### src/rtl/codec_bridge_pkg.sv
package codec_bridge_pkg;

  typedef enum logic [1:0] {
    ST_IDLE  = 2'd0,
    ST_ISSUE = 2'd1,
    ST_WAIT  = 2'd2,
    ST_DONE  = 2'd3
  } bridgeState_t;

  typedef struct packed {
    logic capture;     // latch request, clear read data
    logic loadShadow;  // read data from GPIO shadow
    logic loadSts;     // read data from status slot
  } dpStrobe_t;

endpackage

### src/rtl/codec_bridge_dp.sv
module codec_bridge_dp
  import codec_bridge_pkg::*;
#(
  parameter int BUS_AW  = 8,
  parameter int DATA_W  = 16,
  parameter int BUS_W   = 32,
  parameter int CODEC_AW = BUS_AW - 1,
  parameter logic [CODEC_AW-1:0] GPIO_ADDR = 7'h54
) (
  input  logic                 clk,
  input  logic                 rstN,
  input  dpStrobe_t            strobe,
  input  logic                 busWrite,
  input  logic [BUS_AW-1:1]    busAddr,
  input  logic [DATA_W-1:0]    busWdata,
  input  logic                 frameStrobe,
  input  logic [DATA_W-1:0]    gpioSlotData,
  input  logic                 stsValid,
  input  logic [CODEC_AW-1:0]  stsAddr,
  input  logic [DATA_W-1:0]    stsData,
  output logic                 isGpioRead,
  output logic                 stsMatch,
  output logic                 capWrite,
  output logic [CODEC_AW-1:0]  capAddr,
  output logic [DATA_W-1:0]    capData,
  output logic [BUS_W-1:0]     rdata
);
  localparam int PAD_W = BUS_W - DATA_W;

  logic [CODEC_AW-1:0] codecAddr;
  logic [DATA_W-1:0]   shadowGpio;

  // byte offset / 2 -> codec register address
  assign codecAddr  = busAddr;
  assign isGpioRead = !busWrite && (codecAddr == GPIO_ADDR);
  assign stsMatch   = stsValid && (stsAddr == capAddr);

  always_ff @(posedge clk) begin
    if (!rstN) begin
      capWrite <= 1'b0;
      capAddr  <= '0;
      capData  <= '0;
    end else if (strobe.capture) begin
      capWrite <= busWrite;
      capAddr  <= codecAddr;
      capData  <= busWdata;
    end
  end

  always_ff @(posedge clk) begin
    if (!rstN)            shadowGpio <= '0;
    else if (frameStrobe) shadowGpio <= gpioSlotData;
  end

  always_ff @(posedge clk) begin
    if (!rstN)                  rdata <= '0;
    else if (strobe.loadShadow) rdata <= {{PAD_W{1'b0}}, shadowGpio};
    else if (strobe.loadSts)    rdata <= {{PAD_W{1'b0}}, stsData};
    else if (strobe.capture)    rdata <= '0;
  end

endmodule

### src/rtl/codec_bridge_ctrl.sv
module codec_bridge_ctrl
  import codec_bridge_pkg::*;
#(
  parameter int TO_W = 4
) (
  input  logic            clk,
  input  logic            rstN,
  input  logic            busReq,
  input  logic            isGpioRead,
  input  logic            capWrite,
  input  logic            stsMatch,
  input  logic            cmdTaken,
  input  logic            frameStrobe,
  input  logic [TO_W-1:0] cfgTimeoutFrames,
  output dpStrobe_t       strobe,
  output logic            cmdValid,
  output logic            busDone,
  output logic            busTimeout
);
  localparam int CMP_W = TO_W + 1;

  bridgeState_t    state, stateNext;
  logic [TO_W-1:0] frameCnt;
  logic            tmoReg, tmoNext;
  logic [CMP_W-1:0] limit, reached;

  assign limit   = (cfgTimeoutFrames == '0) ? CMP_W'(1) : {1'b0, cfgTimeoutFrames};
  assign reached = {1'b0, frameCnt} + CMP_W'(1);

  always_comb begin
    stateNext = state;
    strobe    = '0;
    tmoNext   = tmoReg;
    case (state)
      ST_IDLE: begin
        if (busReq) begin
          strobe.capture = 1'b1;
          tmoNext        = 1'b0;
          if (isGpioRead) begin
            strobe.loadShadow = 1'b1;
            stateNext         = ST_DONE;
          end else begin
            stateNext = ST_ISSUE;
          end
        end
      end
      ST_ISSUE: begin
        if (cmdTaken) stateNext = capWrite ? ST_DONE : ST_WAIT;
      end
      ST_WAIT: begin
        if (stsMatch) begin
          strobe.loadSts = 1'b1;
          stateNext      = ST_DONE;
        end else if (frameStrobe && (reached >= limit)) begin
          tmoNext   = 1'b1;
          stateNext = ST_DONE;
        end
      end
      default: stateNext = ST_IDLE;
    endcase
  end

  always_ff @(posedge clk) begin
    if (!rstN) begin
      state  <= ST_IDLE;
      tmoReg <= 1'b0;
    end else begin
      state  <= stateNext;
      tmoReg <= tmoNext;
    end
  end

  always_ff @(posedge clk) begin
    if (!rstN || state != ST_WAIT) frameCnt <= '0;
    else if (frameStrobe)          frameCnt <= frameCnt + 1'b1;
  end

  assign cmdValid   = (state == ST_ISSUE);
  assign busDone    = (state == ST_DONE);
  assign busTimeout = busDone && tmoReg;

endmodule

### src/rtl/codec_reg_bridge.sv
module codec_reg_bridge
  import codec_bridge_pkg::*;
#(
  parameter int BUS_AW = 8,
  parameter int DATA_W = 16,
  parameter int BUS_W  = 32,
  parameter int TO_W   = 4,
  parameter int CODEC_AW = BUS_AW - 1,
  parameter logic [CODEC_AW-1:0] GPIO_ADDR = 7'h54
) (
  input  logic                clk,
  input  logic                rstN,
  input  logic                busReq,
  input  logic                busWrite,
  input  logic [BUS_AW-1:1]   busAddr,
  input  logic [DATA_W-1:0]   busWdata,
  output logic                busDone,
  output logic [BUS_W-1:0]    busRdata,
  output logic                busTimeout,
  output logic                cmdValid,
  output logic                cmdWrite,
  output logic [CODEC_AW-1:0] cmdAddr,
  output logic [DATA_W-1:0]   cmdData,
  input  logic                cmdTaken,
  input  logic                frameStrobe,
  input  logic [DATA_W-1:0]   gpioSlotData,
  input  logic                stsValid,
  input  logic [CODEC_AW-1:0] stsAddr,
  input  logic [DATA_W-1:0]   stsData,
  input  logic [TO_W-1:0]     cfgTimeoutFrames
);
  dpStrobe_t strobe;
  logic      isGpioRead, stsMatch, capWrite;

  codec_bridge_ctrl #(.TO_W(TO_W)) ctrl_i (
    .clk(clk), .rstN(rstN), .busReq(busReq), .isGpioRead(isGpioRead),
    .capWrite(capWrite), .stsMatch(stsMatch), .cmdTaken(cmdTaken),
    .frameStrobe(frameStrobe), .cfgTimeoutFrames(cfgTimeoutFrames),
    .strobe(strobe), .cmdValid(cmdValid), .busDone(busDone), .busTimeout(busTimeout)
  );

  codec_bridge_dp #(
    .BUS_AW(BUS_AW), .DATA_W(DATA_W), .BUS_W(BUS_W),
    .CODEC_AW(CODEC_AW), .GPIO_ADDR(GPIO_ADDR)
  ) dp_i (
    .clk(clk), .rstN(rstN), .strobe(strobe), .busWrite(busWrite),
    .busAddr(busAddr), .busWdata(busWdata), .frameStrobe(frameStrobe),
    .gpioSlotData(gpioSlotData), .stsValid(stsValid), .stsAddr(stsAddr),
    .stsData(stsData), .isGpioRead(isGpioRead), .stsMatch(stsMatch),
    .capWrite(capWrite), .capAddr(cmdAddr), .capData(cmdData), .rdata(busRdata)
  );

  assign cmdWrite = capWrite;

endmodule

### config.mk
export PLATFORM = sky130hd
export DESIGN_NAME = codec_reg_bridge
export DESIGN_NICKNAME = d
export VERILOG_FILES = /design/src/rtl/codec_bridge_pkg.sv /design/src/rtl/codec_bridge_dp.sv /design/src/rtl/codec_bridge_ctrl.sv /design/src/rtl/codec_reg_bridge.sv
export SDC_FILE = /design/constraint.sdc
export NUM_CORES = 1
export LEC_CHECK = 0
export ABC_AREA = 0
export BUFFER_PORTS_ARGS = -buffer_cell sky130_fd_sc_hd__buf_4
export CORE_UTILIZATION = 43
export CTS_BUF_LIST = sky130_fd_sc_hd__clkbuf_16
export DETAILED_ROUTE_END_ITERATION = 6
export HOLD_SLACK_MARGIN = 0.15
export PLACE_DENSITY = 0.73
export SYNTH_ARGS = -nofsm -noshare
export SYNTH_HDL_FRONTEND = slang
export SYNTH_SLANG_ARGS = --single-unit
export TNS_END_PERCENT = 10
### constraint.sdc
create_clock -name clk -period 1.9 [get_ports clk]
set_input_delay 0 -clock clk [delete_from_list [all_inputs] [get_ports clk]]
set_output_delay 0 -clock clk [all_outputs]
set_load 0.005 [all_outputs]
Yosys cells after proc, flatten, opt, wreduce, memory -nomap -nowiden
Cells that the tools add are included.
Widths: inputs -> output; s select.
{"block": "totals", "ff_bits": 63, "wordCells": 55, "output_inout_bits": 59, "inputBits": 73}
{"block": "op_classes", "eq_ne": 11, "n_addsub": 2, "n_mux": 20, "order_cmp": 1, "n_reduce_logical": 13}
{"op": "$mux 16", "count": 3}
{"op": "$mux 2", "count": 7}
{"op": "$eq 7x7->1", "count": 1}
{"op": "$eq 7x7->1 const B", "count": 1}
{"op": "$mux 1", "count": 7}
{"op": "$ne 2x2->1 const B", "count": 3}
{"op": "$pmux 2 s3", "count": 1}
{"op": "$add 4x1->5 const B", "count": 1}
{"op": "$ge 5x5->1", "count": 1}
{"op": "$add 4x1->4 const B", "count": 1}
{"op": "$eq 2x2->1 const B", "count": 2}
{"op": "$logic_and 1x1->1", "count": 4}
{"op": "$logic_not 4->1", "count": 1}
{"op": "$mux 4", "count": 1}
{"op": "$ne 2x1->1 const B", "count": 2}
{"op": "$reduce_and 4->1", "count": 1}
{"op": "$ne 3x1->1 const B", "count": 1}
{"op": "$reduce_and 3->1", "count": 1}
{"op": "$reduce_bool 3->1", "count": 1}
{"op": "$eq 2x1->1 const B", "count": 1}
{"op": "$logic_not 1->1", "count": 2}
{"op": "$logic_not 2->1", "count": 1}
{"op": "$pmux 1 s2", "count": 1}
{"op": "$reduce_bool 2->1", "count": 1}
{"op": "$logic_or 1x1->1", "count": 1}

Depth between registers and ports, before layout
{"block": "depth", "depth_word": 8, "depth_mapped": 9, "depth_no_buf": 8}

Modules after synthesis
A second synthesis with hierarchy kept.
{"block": "hier_totals", "cells_unflattened": 308, "hier_area_um2": 3042.9}
{"mod": "codec_bridge_dp", "area_per_inst_um2": 2464.9, "cells_each": 240, "seq_area_each_um2": 1121.1, "instances": 1}
{"mod": "codec_bridge_ctrl", "area_per_inst_um2": 578.1, "cells_each": 68, "seq_area_each_um2": 140.1, "instances": 1}

Worst setup path after synthesis
OpenSTA, ideal clock, no wires.
{"block": "synth_path", "path_kind": "register to register", "from": "register ctrl_i.state[0]", "to": "register dp_i.rdata[0]", "required_time_ns": 1.843, "t_arrival_ns": 1.776, "synth_period_minus_slack_ns": 1.833, "slack_ns": 0.067, "setup_ns": 0.057, "path_buffers": 2, "stages_incl_launch_ff": 10, "cell_sequence": "dfxtp_1 -> inv_1 -> ha_1 -> nand2_1 -> and2_1 -> clkbuf_1 -> dlygate4sd1_1 -> nand2_1 -> o2bb2ai_1 -> a21o_1"}
{"block": "synth_between", "elab_chain_len": 4, "word_cells_on_any_way": 7, "cone_classes": "eq/ne: 1; mux: 4; reduce/logical: 2"}
{"element": "start, declared", "line": "codec_bridge_ctrl.sv:22", "rtl": "bridgeState_t state, stateNext;"}
{"element": "start signal, assigned", "line": "codec_bridge_ctrl.sv:68", "rtl": "state <= stateNext;"}
{"element": "$eq 2x2->1", "line": "codec_bridge_ctrl.sv:34", "rtl": "case (state)"}
{"element": "$mux 1", "line": "codec_bridge_ctrl.sv:34"}
{"element": "$mux 16", "line": "codec_bridge_dp.sv:58", "rtl": "else if (strobe.loadSts) rdata <= {{PAD_W{1'b0}}, stsData};"}
{"element": "$mux 16", "line": "codec_bridge_dp.sv:57", "rtl": "else if (strobe.loadShadow) rdata <= {{PAD_W{1'b0}}, shadowGpio};"}
{"element": "end signal, assigned", "line": "codec_bridge_dp.sv:57"}
{"element": "end signal, assigned", "line": "codec_bridge_dp.sv:58"}
{"element": "end, declared", "line": "codec_bridge_dp.sv:26", "rtl": "output logic [BUS_W-1:0] rdata"}
Several ways; a longest one is shown, not always the timed one.
A chain may end at the register's enable or synchronous reset.

Worst setup path after layout
{"block": "layout_path", "from": "register dp_i.capAddr[6]", "to": "register dp_i.rdata[0]"}
{"block": "layout_between", "elab_chain_len": 6, "word_cells_on_any_way": 7, "cone_classes": "eq/ne: 1; mux: 4; reduce/logical: 2"}
{"element": "start, declared", "line": "codec_bridge_dp.sv:24", "rtl": "output logic [CODEC_AW-1:0] capAddr,"}
{"element": "start signal, assigned", "line": "codec_bridge_dp.sv:45", "rtl": "capAddr <= codecAddr;"}
{"element": "$eq 7x7->1 (*)", "line": "codec_bridge_dp.sv:36", "rtl": "assign stsMatch = stsValid && (stsAddr == capAddr);"}
{"element": "$logic_and 1x1->1 (*)", "line": "codec_bridge_dp.sv:36"}
{"element": "$mux 1 (*)", "line": "codec_bridge_ctrl.sv:51", "rtl": "if (stsMatch) begin"}
{"element": "$mux 1 (*)", "line": "codec_bridge_ctrl.sv:34"}
{"element": "$mux 16", "line": "codec_bridge_dp.sv:58"}
{"element": "$mux 16", "line": "codec_bridge_dp.sv:57"}
Mark *: on every way between the ends. The rest lies on a longest branch, timed or not.

==> impl_metrics.yaml <==
layout:
  drive_above_1_share_pct: 29.7
  syn_to_final_growth_pct: 56.8
  diodes: 0
  nNetsFinal: 579
clock_network:
  cts_buffers: 9
  clock_sinks: 63
  root_buffer: "clkbuf_16"
  path_clk_slew_ns: 0.06
  htreeDepth: 3
  clk_path_buf_depth: 2
  cts_tree: "done"
  clkLatencyLatePin_ns: 0.32
sta:
  finalHoldViolCount: 0
  period_minus_slack_ns: 1.81
  period_share_pct: 95.2
  fin_ws_ns: 0.0917
  setup_violations: 0
  fin_skew_ns: 0.00590
  fmax_mhz: 553
  timing.final.max_slew_violations: 0
  rsz0062_at_grt: "true"
min_path:
  hp-class: "in2reg"
power_and_ir_drop:
  seq_power_share_pct: 36.6
  power.total_uw: 4270
  vdd.ir_drop.worst_uv: 640
  p_sw_uw: 1230
  swShare_pct: 28.8
  powerDensity_nw_per_um2: 907
  p_int_uw: 3040
  p_clk_share_pct: 37.9
  cellLeakagePower_uw: 0.00226
  pwr-share-comb_pct: 25.5
outcome:
  outcome: "finished clean"
setup_path:
  worstSetupEndpointType: "flip-flop"
  required_ns: 2.11
  critPathArrivalTime_ns: 2.02
  startpoint_type: "flip-flop"
  cp_num_buf_inv: 1
  slowest_delay_ns: 0.37
  critical_path_class: "reg2reg"
  worstPathCellList: "xor2_1, nor4_2, and3_1, buf_4, o2bb2ai_1, a21o_1"
  critPathMaxFanout: 16
  slowest_stage: "nor4_2"
  crit_family: "simple AND/OR/NAND/NOR gates"
global_routing:
  grt_pass1_vias: 2879
  grt_max_degree: 46
  antenna_found_initial: 0
  grt_first_pass_wirelength_mm: 13.2
  track_usage_pct: 23.0
  grt_overflow: 0
floorplan:
  die_y_um: 85.5
  num_io_pins: 132
  row_count: 30
  core_um2: 6760
  fp.dieW_um: 85.5
  dieArea_um2: 7310
  initial_core_util_pct: 44.4
placed_design:
  io_buffers: 115
  gp_congestion: 0.746
  dp_slack_ns: 0.00490
  dp.final_hpwl_mm: 5.02
yosys:
  yosysSeqAreaShare_pct: 42.1
  syn_area_um2: 3000
  synth.yosys.warnings: 0
  yosysUniqueCellTypes: 38
  ys_seq_elements: 63
  syn_area_per_cell_um2: 9.17
  syn_inst: 327
route:
  first_pass_iters: 5
  drtIter0Drc: 56
  drc_errors: 0
  drtAntennaViolNets: 0
  avgViaCountPerCell: 4.83
  vias: 2813
  wl_per_cell_um: 14.1
  drt_wl_total_mm: 8.23
flow_run:
  maxCapViolCount: 0
[sequential cells by signal, indices dropped and copies added, names as in the netlist]
name and cells:
dp_i.capData 16, dp_i.rdata 16, dp_i.shadowGpio 16, dp_i.capAddr 7, ctrl_i.frameCnt 4, ctrl_i.state 2, ctrl_i.tmoReg 1, dp_i.capWrite 1
[area by class of cell]
class | instances | area, um2
well taps | 80 | 100
clock buffers | 9 | 225
clock inverters | 7 | 71.3
flip-flops and latches | 63 | 1260
inverters | 7 | 26.3
fillers | 511 | 2050
multi-input cells | 236 | 1520
repair buffers | 180 | 1490
[synth_stat cells]
cell,n,area share [%]
a211o_1,1,0.29
a21boi_0,24,6.0
a21o_1,16,4.0
a21oi_1,4,0.67
a31o_2,1,0.29
and2_1,3,0.63
and3_1,2,0.42
and3_4,1,0.38
and4_1,2,0.58
buf_1,2,0.25
buf_12,1,0.67
buf_2,1,0.17
buf_4,16,4.0
buf_6,4,1.5
clkbuf_1,10,1.3
conb_1,1,0.13
dfxtp_1,63,42
dlygate4sd1_1,1,0.29
dlymetal6s2s_1,1,0.42
ha_1,9,3.8
inv_1,7,0.88
mux2i_1,19,6.3
nand2_1,73,9.1
nand3_1,2,0.33
nand3b_1,1,0.25
nand4_1,1,0.21
nor2_1,4,0.50
nor2b_1,19,4.0
nor3_1,1,0.17
nor3b_1,2,0.50
nor4_2,1,0.42
nor4b_1,1,0.29
o21ai_0,3,0.50
o221a_2,1,0.38
o22ai_1,1,0.21
o2bb2ai_1,16,4.7
xnor2_1,5,1.5
xor2_1,7,2.0
[worst paths after layout]
check / from / end / slack (ns) / depth (start not counted)
worst max register to register: dp_i.capAddr[6] / dp_i.rdata[0] / 0.09 / 6
worst min register to register: dp_i.capData[7] / dp_i.capData[7] / 0.47 / 2
worst min-delay path: cmdTaken / ctrl_i.state[1] / 0.15 / 4
worst max-delay path: dp_i.capAddr[6] / dp_i.rdata[0] / 0.09 / 6
[power by group through the flow]
stage	logic, uW	registers [uW]	clock network (uW)
global placement	952	1580	0
detailed placement	975	1580	0
floorplan	566	1580	0
CTS	1070	1560	1640
finish	1090	1560	1620
global route	1190	1580	1720
[logic make-up (layout without fill, tap and decap cells)]
group / count (synthesis) / in the layout / synth area share [%]
buf+inv: 43 / 203 / 9.43
flops: 63 / 63 / 42.1
compound gates: 67 / 67 / 17.0
other cells: 1 / 16 / 0.125
mux: 19 / 19 / 6.34
xor+xnor: 12 / 12 / 3.50
fa+ha+maj: 9 / 9 / 3.75
simple gates: 113 / 113 / 17.8
[cell usage in the layout (no fill, tap or decap), types with 4 or more instances in the layout]
cell / instances
dlygate4sd3_1: 56
mux2i_1: 19
o2bb2ai_1: 16
ha_1: 8
nor2_1: 4
a21o_1: 16
nand2_1: 73
buf_4: 124
clkbuf_16: 9
conb_1: 16
xor2_1: 7
xnor2_1: 5
a21boi_0: 24
nor2b_1: 19
inv_1: 7
dfxtp_1: 60
[worst register-to-register path, cell delays in order (launching register included)]
cell       delay (ns)
dfxtp_1          0.33
xor2_1           0.17
nor4_2           0.37
and3_1           0.28
buf_4            0.25
o2bb2ai_1        0.12
a21o_1           0.17
[metal layers]
| layer | up-vias | track usage, % | part of all wire, % |
|---|---|---|---|
| met2 | 96 | 42.4 | 51 |
| li1 | 1407 | - | - |
| met4 | 0 | 9.09 | 1.8 |
| met1 | 1296 | 25.5 | 41 |
| met3 | 14 | 5.20 | 5.5 |
| met5 | - | 0 | 0 |
[timing repair]
item / in CTS / in global routing
hold buffers: 56 / 0
endpoints found under the hold margin: 56 / 0
endpoints found under the setup margin: 1 / 19
pin swaps: 0 / 3
resized for setup: 0 / 8
setup buffers: 0 / 1
[per-stage QoR]
stage	cells	utilization, %	TNS (ns)	hold slack, ns	cell area, um2
final	582	69.6	0	0.154	4700
after global routing	582	69.6	-0.00721	0.158	4700
after CTS	581	69.3	-0.0228	0.172	4680
after detailed placement	509	56.6	0	0.197	3820
after global placement	509	56.6	0	0.194	3820
after floorplan	342	-	0	0.110	3060
No activity file was read; power rests on OpenSTA's default activity.
